**config.mk**
```make
export PLATFORM = sky130hd
export DESIGN_NAME = intc_top
export DESIGN_NICKNAME = d
export VERILOG_FILES = /design/src/rtl/ic_pkg.sv /design/src/rtl/ic_gpio_edge.sv /design/src/rtl/ic_route.sv /design/src/rtl/ic_regs.sv /design/src/rtl/intc_top.sv
export SDC_FILE = /design/constraint.sdc
export NUM_CORES = 1
export LEC_CHECK = 0
export ABC_AREA = 1
export CAP_MARGIN = 20
export CORE_MARGIN = 1.5
export CORE_UTILIZATION = 54
export CTS_BUF_LIST = sky130_fd_sc_hd__clkbuf_16
export CTS_CLUSTER_DIAMETER = 60
export DETAILED_ROUTE_END_ITERATION = 10
export PLACE_DENSITY_LB_ADDON = 0.2
export SKIP_CTS_REPAIR_TIMING = 1
export SYNTH_ARGS = -nofsm -noshare
export SYNTH_HDL_FRONTEND = slang
export SYNTH_SLANG_ARGS = --single-unit
```
**constraint.sdc**
```tcl
create_clock -name clk -period 2.1 [get_ports clk]
set_input_delay 0.42 -clock clk [delete_from_list [all_inputs] [get_ports clk]]
set_output_delay 0.42 -clock clk [all_outputs]
set_load 0.01 [all_outputs]
```
**src/rtl/ic_pkg.sv**
```systemverilog
package ic_pkg;

    typedef enum logic [3:0] {
        SEL_PEND  = 4'd0,
        SEL_MASK  = 4'd1,
        SEL_STEER = 4'd2,
        SEL_PIN   = 4'd3,
        SEL_DOUT  = 4'd4,
        SEL_DIR   = 4'd5,
        SEL_RISE  = 4'd6,
        SEL_FALL  = 4'd7,
        SEL_EDGE  = 4'd8
    } reg_sel_e;

    typedef struct packed {
        logic fiq;
        logic irq;
        logic wake;
    } req_t;

    function automatic logic hit(input logic we, input logic [3:0] addr, input reg_sel_e sel);
        return we && (addr == sel);
    endfunction

endpackage

```
**src/rtl/ic_gpio_edge.sv**
```systemverilog
module ic_gpio_edge #(
    parameter int NGPIO = 28
) (
    input  logic             clk,
    input  logic             rst,
    input  logic [NGPIO-1:0] pin_async,
    input  logic [NGPIO-1:0] rise_en,
    input  logic [NGPIO-1:0] fall_en,
    input  logic             clr_strobe,
    input  logic [NGPIO-1:0] clr_bits,
    output logic [NGPIO-1:0] pin_sync,
    output logic [NGPIO-1:0] edge_st
);
    logic [NGPIO-1:0] meta_q;
    logic [NGPIO-1:0] sync_q;
    logic [NGPIO-1:0] prev_q;
    logic [NGPIO-1:0] event_d;

    always_ff @(posedge clk) begin
        if (rst) begin
            meta_q <= '0;
            sync_q <= '0;
            prev_q <= '0;
        end else begin
            meta_q <= pin_async;
            sync_q <= meta_q;
            prev_q <= sync_q;
        end
    end

    for (genvar i = 0; i < NGPIO; i++) begin : g_pin
        logic rose_w;
        logic fell_w;
        assign rose_w     = sync_q[i] & ~prev_q[i];
        assign fell_w     = ~sync_q[i] & prev_q[i];
        assign event_d[i] = (rose_w & rise_en[i]) | (fell_w & fall_en[i]);

        always_ff @(posedge clk) begin
            if (rst)
                edge_st[i] <= 1'b0;
            else if (event_d[i])
                edge_st[i] <= 1'b1;
            else if (clr_strobe && clr_bits[i])
                edge_st[i] <= 1'b0;
        end
    end

    assign pin_sync = sync_q;

endmodule

```
**src/rtl/ic_route.sv**
```systemverilog
module ic_route
    import ic_pkg::*;
#(
    parameter int NSRC = 9
) (
    input  logic [NSRC-1:0] pend,
    input  logic [NSRC-1:0] mask,
    input  logic [NSRC-1:0] steer,
    output req_t            req
);
    logic [NSRC-1:0] live;

    always_comb begin
        live     = pend & mask;
        req.fiq  = |(live & steer);
        req.irq  = |(live & ~steer);
        req.wake = |live;
    end

endmodule

```
**src/rtl/ic_regs.sv**
```systemverilog
module ic_regs
    import ic_pkg::*;
#(
    parameter int NGPIO = 28,
    parameter int NSRC  = 9,
    parameter int DW    = 32
) (
    input  logic             clk,
    input  logic             rst,
    input  logic             we,
    input  logic [3:0]       addr,
    input  logic [DW-1:0]    wdata,
    output logic [NSRC-1:0]  mask_q,
    output logic [NSRC-1:0]  steer_q,
    output logic [NGPIO-1:0] dout_q,
    output logic [NGPIO-1:0] dir_q,
    output logic [NGPIO-1:0] rise_q,
    output logic [NGPIO-1:0] fall_q,
    output logic             clr_strobe
);
    always_ff @(posedge clk) begin
        if (rst) begin
            mask_q  <= '0;
            steer_q <= '0;
            dout_q  <= '0;
            dir_q   <= '0;
            rise_q  <= '0;
            fall_q  <= '0;
        end else begin
            if (hit(we, addr, SEL_MASK))  mask_q  <= wdata[NSRC-1:0];
            if (hit(we, addr, SEL_STEER)) steer_q <= wdata[NSRC-1:0];
            if (hit(we, addr, SEL_DOUT))  dout_q  <= wdata[NGPIO-1:0];
            if (hit(we, addr, SEL_DIR))   dir_q   <= wdata[NGPIO-1:0];
            if (hit(we, addr, SEL_RISE))  rise_q  <= wdata[NGPIO-1:0];
            if (hit(we, addr, SEL_FALL))  fall_q  <= wdata[NGPIO-1:0];
        end
    end

    assign clr_strobe = hit(we, addr, SEL_EDGE);

endmodule

```
**src/rtl/intc_top.sv**
```systemverilog
module intc_top
    import ic_pkg::*;
#(
    parameter int NGPIO = 28,
    parameter int NMOD  = 8
) (
    input  logic             clk,
    input  logic             rst,
    input  logic             reg_we,
    input  logic [3:0]       reg_addr,
    input  logic [31:0]      reg_wdata,
    output logic [31:0]      reg_rdata,
    input  logic [NGPIO-1:0] gpio_in,
    output logic [NGPIO-1:0] gpio_out,
    output logic [NGPIO-1:0] gpio_oe,
    input  logic [NMOD-1:0]  mod_irq,
    output logic             fiq_req,
    output logic             irq_req,
    output logic             wake_req
);
    localparam int NSRC = NMOD + 1;

    logic [NSRC-1:0]  mask_q;
    logic [NSRC-1:0]  steer_q;
    logic [NGPIO-1:0] rise_en;
    logic [NGPIO-1:0] fall_en;
    logic [NGPIO-1:0] pin_sync;
    logic [NGPIO-1:0] edge_st;
    logic [NSRC-1:0]  pend;
    logic             clr_strobe;
    req_t             req;

    ic_regs #(.NGPIO(NGPIO), .NSRC(NSRC), .DW(32)) u_regs (
        .clk        (clk),
        .rst        (rst),
        .we         (reg_we),
        .addr       (reg_addr),
        .wdata      (reg_wdata),
        .mask_q     (mask_q),
        .steer_q    (steer_q),
        .dout_q     (gpio_out),
        .dir_q      (gpio_oe),
        .rise_q     (rise_en),
        .fall_q     (fall_en),
        .clr_strobe (clr_strobe)
    );

    ic_gpio_edge #(.NGPIO(NGPIO)) u_edge (
        .clk        (clk),
        .rst        (rst),
        .pin_async  (gpio_in),
        .rise_en    (rise_en),
        .fall_en    (fall_en),
        .clr_strobe (clr_strobe),
        .clr_bits   (reg_wdata[NGPIO-1:0]),
        .pin_sync   (pin_sync),
        .edge_st    (edge_st)
    );

    assign pend = {mod_irq, |edge_st};

    ic_route #(.NSRC(NSRC)) u_route (
        .pend  (pend),
        .mask  (mask_q),
        .steer (steer_q),
        .req   (req)
    );

    assign fiq_req  = req.fiq;
    assign irq_req  = req.irq;
    assign wake_req = req.wake;

    always_comb begin
        case (reg_addr)
            SEL_PEND:  reg_rdata = 32'(pend);
            SEL_MASK:  reg_rdata = 32'(mask_q);
            SEL_STEER: reg_rdata = 32'(steer_q);
            SEL_PIN:   reg_rdata = 32'(pin_sync);
            SEL_DOUT:  reg_rdata = 32'(gpio_out);
            SEL_DIR:   reg_rdata = 32'(gpio_oe);
            SEL_RISE:  reg_rdata = 32'(rise_en);
            SEL_FALL:  reg_rdata = 32'(fall_en);
            SEL_EDGE:  reg_rdata = 32'(edge_st);
            default:   reg_rdata = '0;
        endcase
    end

endmodule

```
After elaboration in Yosys (flattened, before gate mapping)
Cells that the tools add are included.
{"block": "totals", "regBits": 242, "input_bits": 75, "out_inout_bits": 91, "elab_cells": 370}
{"block": "op_classes", "eq_ne": 8, "mux": 57, "n_bitwise": 200, "n_reduce_logical": 68}
{"operator": "28-bit one-hot mux with 9 select lines", "n": 1}
{"operator": "1-bit AND", "n": 112}
{"operator": "1-bit two-way mux", "n": 56}
{"operator": "1-bit inverter", "n": 56}
{"operator": "2-bit nonzero test", "n": 28}
{"operator": "1-bit logical AND", "n": 35}
{"operator": "1-bit bitwise OR", "n": 28}
{"operator": "28-bit OR reduction", "n": 1}
{"operator": "9-bit AND", "n": 3}
{"operator": "9-bit OR reduction", "n": 3}
{"operator": "4-bit by 3-bit equality test with 1-bit output, second input constant", "n": 4}
{"operator": "9-bit inverter", "n": 1}
{"operator": "4-bit by 2-bit equality test with 1-bit output, second input constant", "n": 2}
{"operator": "4-bit by 1-bit equality test with 1-bit output, second input constant", "n": 1}
{"operator": "4-bit equality test, second input constant", "n": 1}
{"operator": "4-bit logical NOT", "n": 1}

Depth between registers and ports, before layout
{"block": "depth", "word_depth": 5, "mapped_depth": 11, "mapped_depth_nobuf": 9}

Hierarchy
Synthesis repeated with hierarchy kept, for this count alone.
{"block": "unflattened", "cells_unflattened": 1731, "hier_area_um2": 11298.3}
{"mod": "ic_regs", "instances": 1, "cells_each": 748, "area_per_inst_um2": 5225.0, "seq_area_each_um2": 2602.5}
{"mod": "ic_gpio_edge", "instances": 1, "cells_each": 509, "area_per_inst_um2": 3935.0, "seq_area_each_um2": 2242.2}
{"mod": "intc_top", "instances": 1, "cells_each": 412, "area_per_inst_um2": 1885.6, "seq_area_each_um2": 0.0}
{"mod": "ic_route", "instances": 1, "cells_each": 62, "area_per_inst_um2": 252.7, "seq_area_each_um2": 0.0}

Worst setup path before layout
Ideal clock, no wire load.
{"block": "synth_path", "kind": "input to output", "start": "input port reg_addr[3]", "end": "output port reg_rdata[15]", "t_arrival_ns": 1.408, "t_required_ns": 1.680, "setup_slack_ns": 0.272, "path_stages": 11, "n_path_buf": 2, "path_cell_list": "inv_1 > nand2_1 > inv_1 > nand2_1 > inv_2 > buf_6 > buf_6 > nand2_1 > o21ai_0 > nor2_1 > nand2_1"}
{"block": "synth_via", "elab_chain_cells": 2, "word_cells_on_any_way": 10, "classes_between": "eq/ne (8); mux (1); reduce/logical (1)"}
{"item": "from (decl)", "line_no": "intc_top.sv:10", "source": "input logic [3:0] reg_addr,"}
{"item": "4-bit equality test, or another cell as far along", "line_no": "intc_top.sv:74", "source": "case (reg_addr)"}
{"item": "28-bit one-hot mux with 9 select lines (*)", "line_no": "intc_top.sv:74"}
{"item": "to (decl)", "line_no": "intc_top.sv:12", "source": "output logic [31:0] reg_rdata,"}
Every way passes the cells marked *; elsewhere a longest branch is shown, timed or not.

Final worst setup path
{"block": "layout_path", "start": "register u_edge.edge_st[0]", "end": "output port reg_rdata[0]"}
{"block": "layout_via", "elab_chain_cells": 2}
{"item": "from (decl)", "line_no": "ic_gpio_edge.sv:12", "source": "output logic [NGPIO-1:0] edge_st"}
{"item": "from (signal, indexed assignment)", "line_no": "ic_gpio_edge.sv:40", "source": "edge_st[i] <= 1'b0;"}
{"item": "from (signal, indexed assignment)", "line_no": "ic_gpio_edge.sv:42", "source": "edge_st[i] <= 1'b1;"}
{"item": "from (signal, indexed assignment)", "line_no": "ic_gpio_edge.sv:44", "source": "edge_st[i] <= 1'b0;"}
{"item": "28-bit OR reduction", "line_no": "intc_top.sv:60", "source": "assign pend = {mod_irq, |edge_st};"}
{"item": "28-bit one-hot mux with 9 select lines (*)", "line_no": "intc_top.sv:74"}
Marks and branches as above.

==> key figures <==
Route
  – Via density: between 5 and 6
  – Via count: 9929
  – Initial DRT Pass Iterations: 5
  – Post-route DRC: 0
  – Wirelength per Cell: between 15 and 20 um
  – Final WL: 29.29 mm
  – Starting DRT DRC Count: 614
  – Post-route ant nets: 0

Synth
  – Yosys warns: 0
  – Post-Syn Area: 10400 um^2
  – Avg Cell Area, Syn: between 7 and 8 um^2
  – Cells after Synth: around 1.4k
  – Count of state elements after synthesis: between 200 and 250
  – Synth cell types: 32
  – Sequential area share after synthesis: 0.4657

Clocking
  – Max clock buf depth: 3
  – CTS tree: done
  – CTS buffer count: 26
  – Latest clock arrival within the worst-skew pair: approximately 530 ps
  – Clock transition at path regs: ~60 ps
  – Clock net sink count: between 200 and 250
  – Root Buffer: clkbuf_16
  – H-tree Lvls: 1

Die
  – Starting Density: 0.5543
  – Core area: approximately 19000 um^2
  – Die Span X: ~140 um
  – IO Pins: about 170
  – Die height: around 140 um
  – # rows: 50
  – Die area: about 20000 um^2

Layout
  – Most frequent cells in the layout: dfxtp_1, nand2_1, inv_1, nor2_1, clkdlybuf4s50_1
  – Final cell count without fillers: about 1.9k
  – Nets@finish: between 1.5k and 2k
  – Post-layout util: 0.7343
  – # fillers: 1454
  – N_diodes: 0
  – Commonest non-fill, non-tap cell in the layout: dfxtp_1
  – Share of layout cells above drive strength 1: 0.1755
  – Cell area after layout: between 10000 and 15000 um^2
  – Layout area overhead: 32.48%

Worst setup path
  – Critical path type: reg -> out
  – Worst EP required: ~1700 ps
  – CP max FO: 4
  – R2R depth: 3
  – FF-to-FF End: u_edge.edge_st[8]
  – Reg2Reg Setup Slack: between 1000 and 1500 ps
  – CP Data Arrival Time: approximately 1800 ps
  – R2r startpoint: u_edge.pin_sync[8]
  – Worst Setup End Kind: output port
  – Worst setup SP type: flip-flop

Global routing
  – Initial antenna violation count: 0
  – Pin count of the biggest net entering global routing: 60
  – First-pass GRT wire length: ~45 mm
  – Gr ovfl total: 0
  – Vias in the first global route: 9128
  – Gr usage total: 0.2787

Placement
  – Placed Area: roughly 13000 um^2
  – Port bufs: between 150 and 200
  – Post-Place Setup Slack: -845.9 ps
  – Post-DP HPWL: roughly 19 mm
  – Cells after DPL: roughly 1.8k
  – Routability cong.: slightly above 0.9

Status
  – Failing checks: setup timing
  – Outcome: finished with violations

Hold path
  – Hold crit path type: in -> reg
  – Hold EP: u_edge.prev_q[13]
  – Hold_sp: rst
  – Hold depth: 2

Timing
  – Tmin final: 2210 ps
  – FMAX: 452.6 MHz
  – Slew HR: 0.6676
  – RSZ-0062 raised after global routing: yes
  – Worst setup margin: -109.5 ps
  – Worst slew pin tran: around 500 ps
  – Clk_skew: roughly 18 ps
  – Max-slew violations: 0
  – Hold Fails Final Rpt: 0
  – Tcrit/Tclk final: 1.052
  – Final setup viols: 6

Pwr
  – Tot Pwr: roughly 9.8 mW
  – Worst IR drop on VDD: 0.5590 mV
  – PD cells: 712.1 nW/um^2
  – Leak: between 5 and 6 nW

Job
  – Max Cap Violations: 0
-- how the worst max path moves through the flow --
| stage | from | end | cells after the start |
|---|---|---|---|
| 2_1_floorplan | reg_addr[3] | reg_rdata[15] | 11 |
| 3_3_place_gp | reg_addr[1] | reg_rdata[0] | 9 |
| 3_5_place_dp | reg_addr[3] | reg_rdata[8] | 11 |
| 4_1_cts | reg_addr[3] | reg_rdata[8] | 11 |
| 5_1_grt | u_edge.edge_st[0] | reg_rdata[0] | 9 |
| 6_report | u_edge.edge_st[0] | reg_rdata[0] | 9 |
-- cell usage after synthesis (all sizes together) --
| cell | instances | area share |
|---|---|---|
| dfxtp | 242 | 0.47 |
| nand2 | 234 | 0.086 |
| inv | 229 | 0.083 |
| nor2 | 206 | 0.078 |
| a21oi | 95 | 0.048 |
| nand3 | 72 | 0.038 |
| a211oi | 63 | 0.058 |
| o21ai | 47 | 0.023 |
| buf | 45 | 0.030 |
| o22ai | 41 | 0.025 |
| clkbuf | 33 | 0.012 |
| nor3 | 30 | 0.014 |
| a31oi | 28 | 0.017 |
| o21bai | 20 | 0.014 |
| nand4 | 10 | 0.0060 |
| clkinv | 2 | 0.00084 |
| and2 | 1 | 0.00060 |
| conb | 1 | 0.00036 |
-- per-stage QoR --
| stage | hold WS, ps | setup TNS, ps |
|---|---|---|
| 3_3_place_gp | 389.0 | -38850 |
| 2_1_floorplan | 388.3 | 0 |
| 5_1_grt | 395.8 | -715.0 |
| 6_report | 385.3 | -384.5 |
| 4_1_cts | 357.8 | -24090 |
| 3_5_place_dp | 391.6 | -41820 |
-- cell families after synthesis --
kind of cell / after synthesis / synth area share
other: 1 / 0.0003605
DFF: 242 / 0.4657
buffers and inverters: 309 / 0.1258
and+or+nand+nor: 553 / 0.2236
AOI/OAI and AO/OA: 294 / 0.1845
-- sequential cells by signal, summed over array words and instances, names as in the netlist --
name / cells
u_edge.pin_sync: 28
u_regs.dir_q: 28
u_edge.edge_st: 28
u_regs.mask_q: 9
u_regs.rise_q: 28
u_edge.meta_q: 28
u_regs.steer_q: 9
u_edge.prev_q: 28
u_regs.dout_q: 28
u_regs.fall_q: 28
-- area by class of cell --
type,instances,area [um^2],area share
flip-flops and latches,242,4862,0.3528
inverters,231,885.9,0.06428
clock inverters,18,106.4,0.007717
well taps,234,292.8,0.02125
repair buffers,249,2509,0.1820
clock buffers,27,675.6,0.04903
multi-input cells,851,4449,0.3229
-- per-layer routing --
| layer | GRT usage | part of all wire |
|---|---|---|
| met5 | 0 | 0 |
| met4 | 0.08627 | 0.022 |
| met3 | 0.04421 | 0.074 |
| met2 | 0.4485 | 0.45 |
| met1 | 0.3859 | 0.45 |
-- critical path, stage by stage (launching register included) --
cell	delay, ps
dfxtp_2	320
inv_2	60
nand2_1	60
nor2_1	110
nand2_1	90
nor2_2	170
nand2_2	150
nand2_2	100
nand3_2	70
buf_6	130
-- report_power, final --
group / total [mW] / internal (mW) / switching (mW)
Combinational: 0.837 / 0.363 / 0.474
Sequential: 4.76 / 4.71 / 0.0571
Clock: 4.21 / 2.43 / 1.79
Total: 9.81 / 7.50 / 2.32
Power figures use the tool's default switching activity.
